===== config.mk =====
export PLATFORM = sky130hd
export DESIGN_NAME = i2c_cmd_master
export DESIGN_NICKNAME = d
export VERILOG_FILES = /design/src/rtl/i2c_cmd_pkg.sv /design/src/rtl/i2c_cmd_fifo.sv /design/src/rtl/i2c_qtr_tick.sv /design/src/rtl/i2c_bus_watch.sv /design/src/rtl/i2c_cmd_core.sv /design/src/rtl/i2c_cmd_master.sv
export SDC_FILE = /design/constraint.sdc
export NUM_CORES = 1
export LEC_CHECK = 0
export BUFFER_PORTS_ARGS = -buffer_cell sky130_fd_sc_hd__buf_4
export CORE_UTILIZATION = 42
export DETAILED_ROUTE_END_ITERATION = 10
export PLACE_DENSITY = 0.58
export SETUP_SLACK_MARGIN = 0.15
export SLEW_MARGIN = 20
export SYNTH_ARGS = -nofsm -noshare
export SYNTH_HDL_FRONTEND = slang
export SYNTH_SLANG_ARGS = --single-unit
export TNS_END_PERCENT = 5

===== constraint.sdc =====
create_clock -name clk -period 3.4 [get_ports clk]
set_input_delay 0.34 -clock clk [delete_from_list [all_inputs] [get_ports clk]]
set_output_delay 0.34 -clock clk [all_outputs]
set_load 0.02 [all_outputs]

===== src/rtl/i2c_cmd_pkg.sv =====
package i2c_cmd_pkg;
    typedef struct packed {
        logic       stop;
        logic       start;
        logic [7:0] data;
    } cmd_word_t;

    typedef enum logic [2:0] {
        ST_IDLE, ST_START, ST_WBIT, ST_WACK,
        ST_CNT, ST_RBIT, ST_RACK, ST_STOP
    } eng_state_e;
endpackage


===== src/rtl/i2c_cmd_fifo.sv =====
module i2c_cmd_fifo #(
    parameter int W     = 8,
    parameter int DEPTH = 16
) (
    input  logic                       clk,
    input  logic                       rst_n,
    input  logic                       push,
    input  logic [W-1:0]               wdata,
    input  logic                       pop,
    input  logic                       flush,
    output logic [W-1:0]               rdata,
    output logic [$clog2(DEPTH):0]     count,
    output logic                       full,
    output logic                       empty
);
    localparam int AW = $clog2(DEPTH);
    localparam logic [AW:0] FULL_CNT = DEPTH[AW:0];

    logic [W-1:0]  mem [DEPTH];
    logic [AW-1:0] wr_ptr, rd_ptr;
    logic          do_push, do_pop;

    assign full    = (count == FULL_CNT);
    assign empty   = (count == '0);
    assign do_push = push && !full;
    assign do_pop  = pop && !empty;
    assign rdata   = mem[rd_ptr];

    always_ff @(posedge clk) begin
        if (do_push) mem[wr_ptr] <= wdata;
    end

    always_ff @(posedge clk or negedge rst_n) begin
        if (!rst_n) begin
            wr_ptr <= '0;
            rd_ptr <= '0;
            count  <= '0;
        end else if (flush) begin
            wr_ptr <= '0;
            rd_ptr <= '0;
            count  <= '0;
        end else begin
            if (do_push) wr_ptr <= wr_ptr + 1'b1;
            if (do_pop)  rd_ptr <= rd_ptr + 1'b1;
            if (do_push && !do_pop)      count <= count + 1'b1;
            else if (do_pop && !do_push) count <= count - 1'b1;
        end
    end

    a_r9_no_overflow: assert property (@(posedge clk) disable iff (!rst_n)
        (full && push && !pop && !flush) |=> full);
    a_r9_no_underflow: assert property (@(posedge clk) disable iff (!rst_n)
        (empty && pop && !push) |=> empty);
endmodule


===== src/rtl/i2c_qtr_tick.sv =====
module i2c_qtr_tick #(
    parameter int QTR = 4
) (
    input  logic clk,
    input  logic rst_n,
    input  logic clr,
    output logic tick
);
    localparam int CW = (QTR > 1) ? $clog2(QTR) : 1;
    localparam logic [CW-1:0] LAST = CW'(QTR - 1);

    logic [CW-1:0] cnt;

    assign tick = (cnt == LAST) && !clr;

    always_ff @(posedge clk or negedge rst_n) begin
        if (!rst_n)     cnt <= '0;
        else if (clr)   cnt <= '0;
        else if (tick)  cnt <= '0;
        else            cnt <= cnt + 1'b1;
    end
endmodule


===== src/rtl/i2c_bus_watch.sv =====
module i2c_bus_watch (
    input  logic clk,
    input  logic rst_n,
    input  logic scl_i,
    input  logic sda_i,
    output logic busy,
    output logic ev_free
);
    logic scl_p, sda_p, start_seen, stop_seen;

    assign start_seen = scl_i && scl_p && sda_p && !sda_i;
    assign stop_seen  = scl_i && scl_p && !sda_p && sda_i;

    always_ff @(posedge clk or negedge rst_n) begin
        if (!rst_n) begin
            scl_p   <= 1'b1;
            sda_p   <= 1'b1;
            busy    <= 1'b0;
            ev_free <= 1'b0;
        end else begin
            scl_p   <= scl_i;
            sda_p   <= sda_i;
            ev_free <= stop_seen && busy;
            if (start_seen)     busy <= 1'b1;
            else if (stop_seen) busy <= 1'b0;
        end
    end

    a_r3_free_means_idle: assert property (@(posedge clk) disable iff (!rst_n)
        ev_free |-> !busy);
endmodule


===== src/rtl/i2c_cmd_core.sv =====
module i2c_cmd_core
    import i2c_cmd_pkg::*;
(
    input  logic       clk,
    input  logic       rst_n,
    input  logic       tick,
    output logic       tick_clr,
    input  cmd_word_t  head,
    input  logic       q_empty,
    output logic       q_pop,
    output logic       q_flush,
    output logic       rx_push,
    output logic [7:0] rx_byte,
    input  logic       sda_i,
    output logic       scl_oe,
    output logic       sda_oe,
    output logic       ev_nack,
    output logic       ev_rd_done,
    output logic       ev_arb
);
    eng_state_e state_q, state_d;
    logic [1:0] qph_q, qph_d;
    logic [2:0] bit_q, bit_d;
    logic [7:0] sh_q, sh_d, left_q, left_d;
    logic       stop_q, stop_d, rd_q, rd_d, adr_q, adr_d, held_q, held_d;
    logic       rstop_q, rstop_d, nak_q, nak_d;
    logic       nack_d, rdone_d, arb_d;
    logic       smp, qend;

    assign smp      = tick && (qph_q == 2'd2);
    assign qend     = tick && (qph_q == 2'd3);
    assign tick_clr = (state_q == ST_IDLE) || (state_q == ST_CNT);
    assign rx_byte  = sh_q;

    always_comb begin
        state_d = state_q;  qph_d = qph_q;   bit_d = bit_q;  sh_d = sh_q;
        left_d  = left_q;   stop_d = stop_q; rd_d = rd_q;    adr_d = adr_q;
        held_d  = held_q;   rstop_d = rstop_q; nak_d = nak_q;
        nack_d  = 1'b0;     rdone_d = 1'b0;  arb_d = 1'b0;
        q_pop   = 1'b0;     q_flush = 1'b0;  rx_push = 1'b0;
        if (tick) qph_d = qph_q + 2'd1;
        unique case (state_q)
            ST_IDLE: begin
                qph_d = 2'd0;
                if (!q_empty) begin
                    q_pop = 1'b1;
                    if (head.start) begin
                        sh_d = head.data; stop_d = head.stop;
                        rd_d = head.data[0]; adr_d = 1'b1;
                        state_d = ST_START;
                    end else if (held_q) begin
                        sh_d = head.data; stop_d = head.stop;
                        rd_d = 1'b0; adr_d = 1'b0; bit_d = 3'd0;
                        state_d = ST_WBIT;
                    end
                end
            end
            ST_START: begin
                if (qend) begin
                    state_d = ST_WBIT; bit_d = 3'd0; held_d = 1'b1;
                end
            end
            ST_WBIT: begin
                if (smp && sh_q[7] && !sda_i) begin
                    arb_d = 1'b1; q_flush = 1'b1; held_d = 1'b0;
                    state_d = ST_IDLE;
                end else if (qend) begin
                    sh_d  = {sh_q[6:0], 1'b0};
                    bit_d = bit_q + 3'd1;
                    if (bit_q == 3'd7) state_d = ST_WACK;
                end
            end
            ST_WACK: begin
                if (smp) nak_d = sda_i;
                if (qend) begin
                    if (nak_q) begin
                        nack_d = 1'b1; q_flush = 1'b1; state_d = ST_STOP;
                    end else if (adr_q && rd_q) state_d = ST_CNT;
                    else if (stop_q)            state_d = ST_STOP;
                    else                        state_d = ST_IDLE;
                end
            end
            ST_CNT: begin
                qph_d = 2'd0;
                if (!q_empty) begin
                    q_pop = 1'b1; left_d = head.data; rstop_d = head.stop;
                    bit_d = 3'd0;
                    if (head.data == 8'd0) state_d = head.stop ? ST_STOP : ST_IDLE;
                    else                   state_d = ST_RBIT;
                end
            end
            ST_RBIT: begin
                if (smp) sh_d = {sh_q[6:0], sda_i};
                if (qend) begin
                    bit_d = bit_q + 3'd1;
                    if (bit_q == 3'd7) begin
                        rx_push = 1'b1; state_d = ST_RACK;
                    end
                end
            end
            ST_RACK: begin
                if (qend) begin
                    left_d = left_q - 8'd1;
                    if (left_q == 8'd1) begin
                        rdone_d = 1'b1;
                        state_d = rstop_q ? ST_STOP : ST_IDLE;
                    end else begin
                        bit_d = 3'd0; state_d = ST_RBIT;
                    end
                end
            end
            ST_STOP: begin
                if (qend) begin
                    held_d = 1'b0; state_d = ST_IDLE;
                end
            end
        endcase
    end

    always_comb begin
        scl_oe = 1'b0;
        sda_oe = 1'b0;
        unique case (state_q)
            ST_IDLE, ST_CNT: scl_oe = held_q;
            ST_START: begin
                scl_oe = (qph_q == 2'd0) || (qph_q == 2'd3);
                sda_oe = qph_q[1];
            end
            ST_WBIT: begin
                scl_oe = (qph_q == 2'd0) || (qph_q == 2'd3);
                sda_oe = !sh_q[7];
            end
            ST_WACK, ST_RBIT: scl_oe = (qph_q == 2'd0) || (qph_q == 2'd3);
            ST_RACK: begin
                scl_oe = (qph_q == 2'd0) || (qph_q == 2'd3);
                sda_oe = (left_q != 8'd1);
            end
            ST_STOP: begin
                scl_oe = (qph_q == 2'd0);
                sda_oe = !qph_q[1];
            end
        endcase
    end

    always_ff @(posedge clk or negedge rst_n) begin
        if (!rst_n) begin
            state_q <= ST_IDLE; qph_q <= '0; bit_q <= '0; sh_q <= '0;
            left_q <= '0; stop_q <= 1'b0; rd_q <= 1'b0; adr_q <= 1'b0;
            held_q <= 1'b0; rstop_q <= 1'b0; nak_q <= 1'b0;
            ev_nack <= 1'b0; ev_rd_done <= 1'b0; ev_arb <= 1'b0;
        end else begin
            state_q <= state_d; qph_q <= qph_d; bit_q <= bit_d; sh_q <= sh_d;
            left_q <= left_d; stop_q <= stop_d; rd_q <= rd_d; adr_q <= adr_d;
            held_q <= held_d; rstop_q <= rstop_d; nak_q <= nak_d;
            ev_nack <= nack_d; ev_rd_done <= rdone_d; ev_arb <= arb_d;
        end
    end

    a_r12_arb_releases: assert property (@(posedge clk) disable iff (!rst_n)
        ev_arb |-> (!scl_oe && !sda_oe));
    a_r8_held_keeps_scl: assert property (@(posedge clk) disable iff (!rst_n)
        (state_q == ST_WACK && qend && !nak_q && !stop_q && !(adr_q && rd_q)) |=> scl_oe);
endmodule


===== src/rtl/i2c_cmd_master.sv =====
module i2c_cmd_master
    import i2c_cmd_pkg::*;
#(
    parameter int DEPTH = 16,
    parameter int QTR   = 4
) (
    input  logic                       clk,
    input  logic                       rst_n,
    input  logic                       tx_push,
    input  logic [9:0]                 tx_word,
    output logic                       tx_full,
    output logic                       tx_empty,
    output logic [$clog2(DEPTH)-1:0]   tx_occ,
    input  logic                       rx_pop,
    output logic [7:0]                 rx_data,
    output logic                       rx_empty,
    output logic [$clog2(DEPTH)-1:0]   rx_occ,
    input  logic [$clog2(DEPTH)-1:0]   rx_thresh,
    input  logic                       scl_i,
    input  logic                       sda_i,
    output logic                       scl_oe,
    output logic                       sda_oe,
    output logic                       bus_busy,
    output logic                       ev_tx_empty,
    output logic                       ev_tx_half,
    output logic                       ev_tx_err,
    output logic                       ev_arb_lost,
    output logic                       ev_rx_full,
    output logic                       ev_bus_free
);
    localparam int AW     = $clog2(DEPTH);
    localparam int HALF_I = DEPTH / 2;
    localparam logic [AW:0] HALF_CNT = HALF_I[AW:0];

    logic [9:0]  tx_head;
    logic [AW:0] tx_cnt, rx_cnt, tx_prev, rx_prev, thr_lvl;
    logic        pop_w, flush_w, rxp_w, tick_w, tclr_w, nack_w, rdone_w;
    logic [7:0]  rxb_w;
    logic        rx_full_unused;

    i2c_cmd_fifo #(.W(10), .DEPTH(DEPTH)) u_txq (
        .clk, .rst_n, .push(tx_push), .wdata(tx_word), .pop(pop_w),
        .flush(flush_w), .rdata(tx_head), .count(tx_cnt),
        .full(tx_full), .empty(tx_empty));

    i2c_cmd_fifo #(.W(8), .DEPTH(DEPTH)) u_rxq (
        .clk, .rst_n, .push(rxp_w), .wdata(rxb_w), .pop(rx_pop),
        .flush(1'b0), .rdata(rx_data), .count(rx_cnt),
        .full(rx_full_unused), .empty(rx_empty));

    i2c_qtr_tick #(.QTR(QTR)) u_tick (
        .clk, .rst_n, .clr(tclr_w), .tick(tick_w));

    i2c_bus_watch u_watch (
        .clk, .rst_n, .scl_i, .sda_i, .busy(bus_busy), .ev_free(ev_bus_free));

    i2c_cmd_core u_core (
        .clk, .rst_n, .tick(tick_w), .tick_clr(tclr_w),
        .head(cmd_word_t'(tx_head)), .q_empty(tx_empty), .q_pop(pop_w),
        .q_flush(flush_w), .rx_push(rxp_w), .rx_byte(rxb_w), .sda_i,
        .scl_oe, .sda_oe, .ev_nack(nack_w), .ev_rd_done(rdone_w),
        .ev_arb(ev_arb_lost));

    assign tx_occ    = tx_cnt[AW-1:0] - 1'b1;
    assign rx_occ    = rx_cnt[AW-1:0] - 1'b1;
    assign thr_lvl   = {1'b0, rx_thresh} + {{AW{1'b0}}, 1'b1};
    assign ev_tx_err = nack_w || rdone_w;

    always_ff @(posedge clk or negedge rst_n) begin
        if (!rst_n) begin
            tx_prev <= '0;
            rx_prev <= '0;
        end else begin
            tx_prev <= tx_cnt;
            rx_prev <= rx_cnt;
        end
    end

    assign ev_tx_empty = (tx_prev != '0) && (tx_cnt == '0);
    assign ev_tx_half  = (tx_prev > HALF_CNT) && (tx_cnt <= HALF_CNT);
    assign ev_rx_full  = (rx_prev < thr_lvl) && (rx_cnt >= thr_lvl);

    a_r6_nack_flushes: assert property (@(posedge clk) disable iff (!rst_n)
        nack_w |-> tx_empty);
    a_r10_rx_level: assert property (@(posedge clk) disable iff (!rst_n)
        ev_rx_full |-> (rx_cnt > {1'b0, rx_thresh}));
    a_r11_half_level: assert property (@(posedge clk) disable iff (!rst_n)
        ev_tx_half |-> (tx_cnt <= HALF_CNT));
endmodule


==> flow_summary_export.csv <==
group,metric,value,unit
place,port_buffers,47,
timing,tns,0,ns
timing,clock_skew,0.0220,ns
floorplanning,initial_core_util,43.1,%
timing,slew_headroom,51.2,%
critical_path,rr_worst_depth,12,
logic_synthesis,ys_ff_latch,363,
timing,tightest_slew,0.732,ns
logic_synthesis,synthFlopType,"edfxtp_1",
routing,via_per_inst,5.43,
logic_synthesis,syn_nets,1019,
timing,maxSlewViolCount,0,
logic_synthesis,ys_seq_area_share,68.0,%
hold_path,hold_start,"tx_word[0]",
critical_path,crit_path_end_kind,"flop",
logic_synthesis,synth_xor_area_share,1.58,%
routing,drtIter0Drc,533,
routing,wl_per_cell,21.2,um
place,gp_congestion,0.824,
global_route,grt_pass1_wl,51200,um
layout,drive_gt1_share,22.7,%
critical_path,critPathRequiredTime,3.87,ns
logic_synthesis,synth.area.mux_share,12.9,%
timing,setup_viol,0,
timing,min_period,3.06,ns
power_and_ir_drop,ir_drop,0.473,mV
logic_synthesis,synth_area_leader_cell,"edfxtp_1",
routing,drtAntennaViolNets,0,
layout,num_antenna_cells,0,
run_status,status,"completed",
clock_network,cts_buffers,39,
routing,drt-total-wl,32800,um
hold_path,hp-class,"in -> reg",
floorplanning,die_w,194,um
logic_synthesis,synthTopCellsByArea,"edfxtp_1 (56%), dfrtp_1 (12%), mux4_2 (11%)",
power_and_ir_drop,power.density,881,mW/mm2
logic_synthesis,netlist_instances,957,
logic_synthesis,avgSynthCellArea,16.2,um2
timing,fmaxAchievable,326,MHz
clock_network,clockRootBuffer,"clkbuf_16",
place,dpl.hpwl,21300,um
global_route,met2_usage,30.4,%
clock_network,cts_setup_buffers,0,
routing,firstDrtPassIters,5,
global_route,grt-busiest-layer,"met2",
logic_synthesis,ys_types,62,
global_route,globalRouteOverflowTotal,0,
layout,syn2layout_area_growth,16.3,%
clock_network,cts_max_level,2,
floorplanning,ios,48,
floorplanning,die_h,194,um
power_and_ir_drop,leakagePower,6.52,nW
logic_synthesis,async_reset_ff_share,20.7,%
floorplanning,die_area,0.0376,mm2
global_route,grt_max_degree,41,
clock_network,clock-sinks,363,
logic_synthesis,synth_compound_area_share,5.13,%
clock_network,clk_latency,0.57,ns
logic_synthesis,netlist_area,0.0155,mm2
clock_network,cts_tree,"yes",
critical_path,crit_fanout,6,
critical_path,reg2reg_from,"u_txq.count[1]",
power_and_ir_drop,total_power,0.0159,W
routing,route.detailed.drc,0,
timing,fin_crit_sh,90.1,%
global_route,use_met3,3.51,%
clock_network,clkTransAtPathRegs,0.06,ns
critical_path,start_kind,"flop",
timing,finalHoldViolCount,0,
clock_network,cts_buffer_depth,3,
run,drv_cap,0,
critical_path,crit_start,"u_txq.count[1]",
global_route,antenna_found_initial,0,
logic_synthesis,synth_top_family_by_area,"multiplexers",
logic_synthesis,synthSimpleGateAreaFrac,6.80,%
global_route,grt_pass1_vias,8644,
timing,rsz0062_at_grt,"false",
routing,vias,8416,
logic_synthesis,ys_warn_count,0,
global_route,grt_use_met1,24.1,%
critical_path,path_class,"reg -> reg",
floorplanning,core_area,0.0359,mm2
critical_path,cp.arrival,3.54,ns
logic_synthesis,yosys.area_share.adder,3.49,%
layout,final_nets,1121,
hold_path,min_path_cells,1,
logic_synthesis,synth_top_area_share,55.9,%
floorplanning,std_cell_rows,69,
global_route,grt_util_all_layers,18.0,%
logic_synthesis,synth_edf_count,288,
==> state kept, by name, summed over array words and instances (netlist names), 3 cells and up <==
name and flops:
rx_prev 5, u_txq.mem 160, u_txq.count 5, u_core.rx_byte 8, u_core.left_q 8, u_core.bit_q 3, tx_prev 5, u_core.state_q 3
u_txq.wr_ptr 4, u_rxq.mem 128, u_rxq.wr_ptr 4, u_txq.rd_ptr 4, u_rxq.count 5, u_rxq.rd_ptr 4
==> stage by stage <==
| stage | area [um2] | setup slack, ns | instances | util [%] | hold slack [ns] |
|---|---|---|---|---|---|
| after floorplan | 15500 | 0.171 | 957 | - | 0.0444 |
| after global routing | 18000 | 0.167 | 1550 | 50.1 | 0.0726 |
| after CTS | 18000 | 0.239 | 1549 | 50.1 | 0.0501 |
| after global placement | 16700 | 0.283 | 1475 | 46.4 | 0.366 |
| after detailed placement | 16700 | 0.242 | 1475 | 46.4 | 0.370 |
| final | 18000 | 0.336 | 1550 | 50.1 | 0.0800 |
==> synthesized netlist by cell type (5+ instances only) <==
cell type and number:
clkbuf_1 26, ha_1 40, and2_1 10, nor2b_1 11, xor2_1 14, nand2b_1 9
nor2_1 70, a221oi_1 10, a21o_1 10, o21ai_0 28, a21oi_1 29, nand3_1 24
nand2_1 46, dfrtp_1 73, mux2_2 5, a22oi_1 11, nor3_1 23, xnor2_1 14
inv_1 32, edfxtp_1 288, mux4_2 73, mux2i_1 23, a31oi_1 7, buf_1 9
mux2_1 6, or3_1 5
==> path summary, 6_finish.rpt <==
kind                                    to  slack (ns)
max                         u_txq.count[4]        0.34
min                        u_txq.mem[6][0]        0.08
max reg2reg                 u_txq.count[4]        0.34
min reg2reg                  u_tick.cnt[0]        0.43
max in group asynchronous   u_txq.count[0]        2.34
min in group asynchronous   u_rxq.count[0]        0.31
==> per-layer routing <==
layer  part of all wire (%)  vias up
met3                    4.5       39
met4                    1.5        0
li1                       -     3901
met2                     50      190
met5                      0        -
met1                     44     4286
==> worst max-delay path, stage by stage, from the launching register on <==
cell and delay, ns:
dfrtp_1 0.45, inv_1 0.11, ha_1 0.15, or4b_1 0.48
nand2_2 0.15, ha_1 0.20, inv_1 0.10, fa_1 0.42
a21o_1 0.20, a21oi_1 0.18, xnor2_1 0.09, or3_1 0.31
a21oi_1 0.14
==> cell type report <==
cell class / count / area, um2
fillers: 2985 / 17900
flip-flops and latches: 363 / 10500
multi-input cells: 517 / 4630
clock buffers: 61 / 1180
repair buffers: 105 / 833
well taps: 461 / 577
inverters: 33 / 124
clock inverters: 10 / 113
==> kinds of logic (layout without fill, tap and decap cells) <==
kind of cell	after synthesis	after routing
muxes	107	107
and+or+nand+nor	219	219
adders and majority gates	42	42
AOI/OAI and AO/OA	121	121
DFF	363	363
xor gates and xnor gates	28	28
buffers and inverters	77	209
==> repair_timing <==
action	in CTS	in global routing
endpoints found under the hold margin	40	0
setup endpoints to repair	0	1
hold buffers	3	0
resized for setup	0	3
==> power breakdown <==
| group | total, W | switching [W] | internal [W] |
|---|---|---|---|
| Combinational | 0.00529 | 0.00283 | 0.00247 |
| Clock | 0.00421 | 0.00172 | 0.00249 |
| Sequential | 0.00635 | 0.000777 | 0.00558 |
| Total | 0.0159 | 0.00533 | 0.0105 |
==> cell usage in the layout (no fill, tap or decap), drive strengths merged, types with 11 or more instances in the layout <==
cell type | synthesis | layout
a21oi | 29 | 29
a22oi | 11 | 11
and2 | 11 | 11
buf | 18 | 101
clkbuf | 26 | 62
dfrtp | 73 | 73
edfxtp | 288 | 288
ha | 40 | 40
inv | 33 | 34
mux2 | 11 | 11
mux2i | 23 | 23
mux4 | 73 | 73
nand2 | 46 | 46
nand3 | 24 | 24
nor2 | 70 | 70
nor2b | 11 | 11
nor3 | 23 | 23
o21ai | 29 | 29
xnor2 | 14 | 14
xor2 | 14 | 14
(Power assumes the default switching activity.)
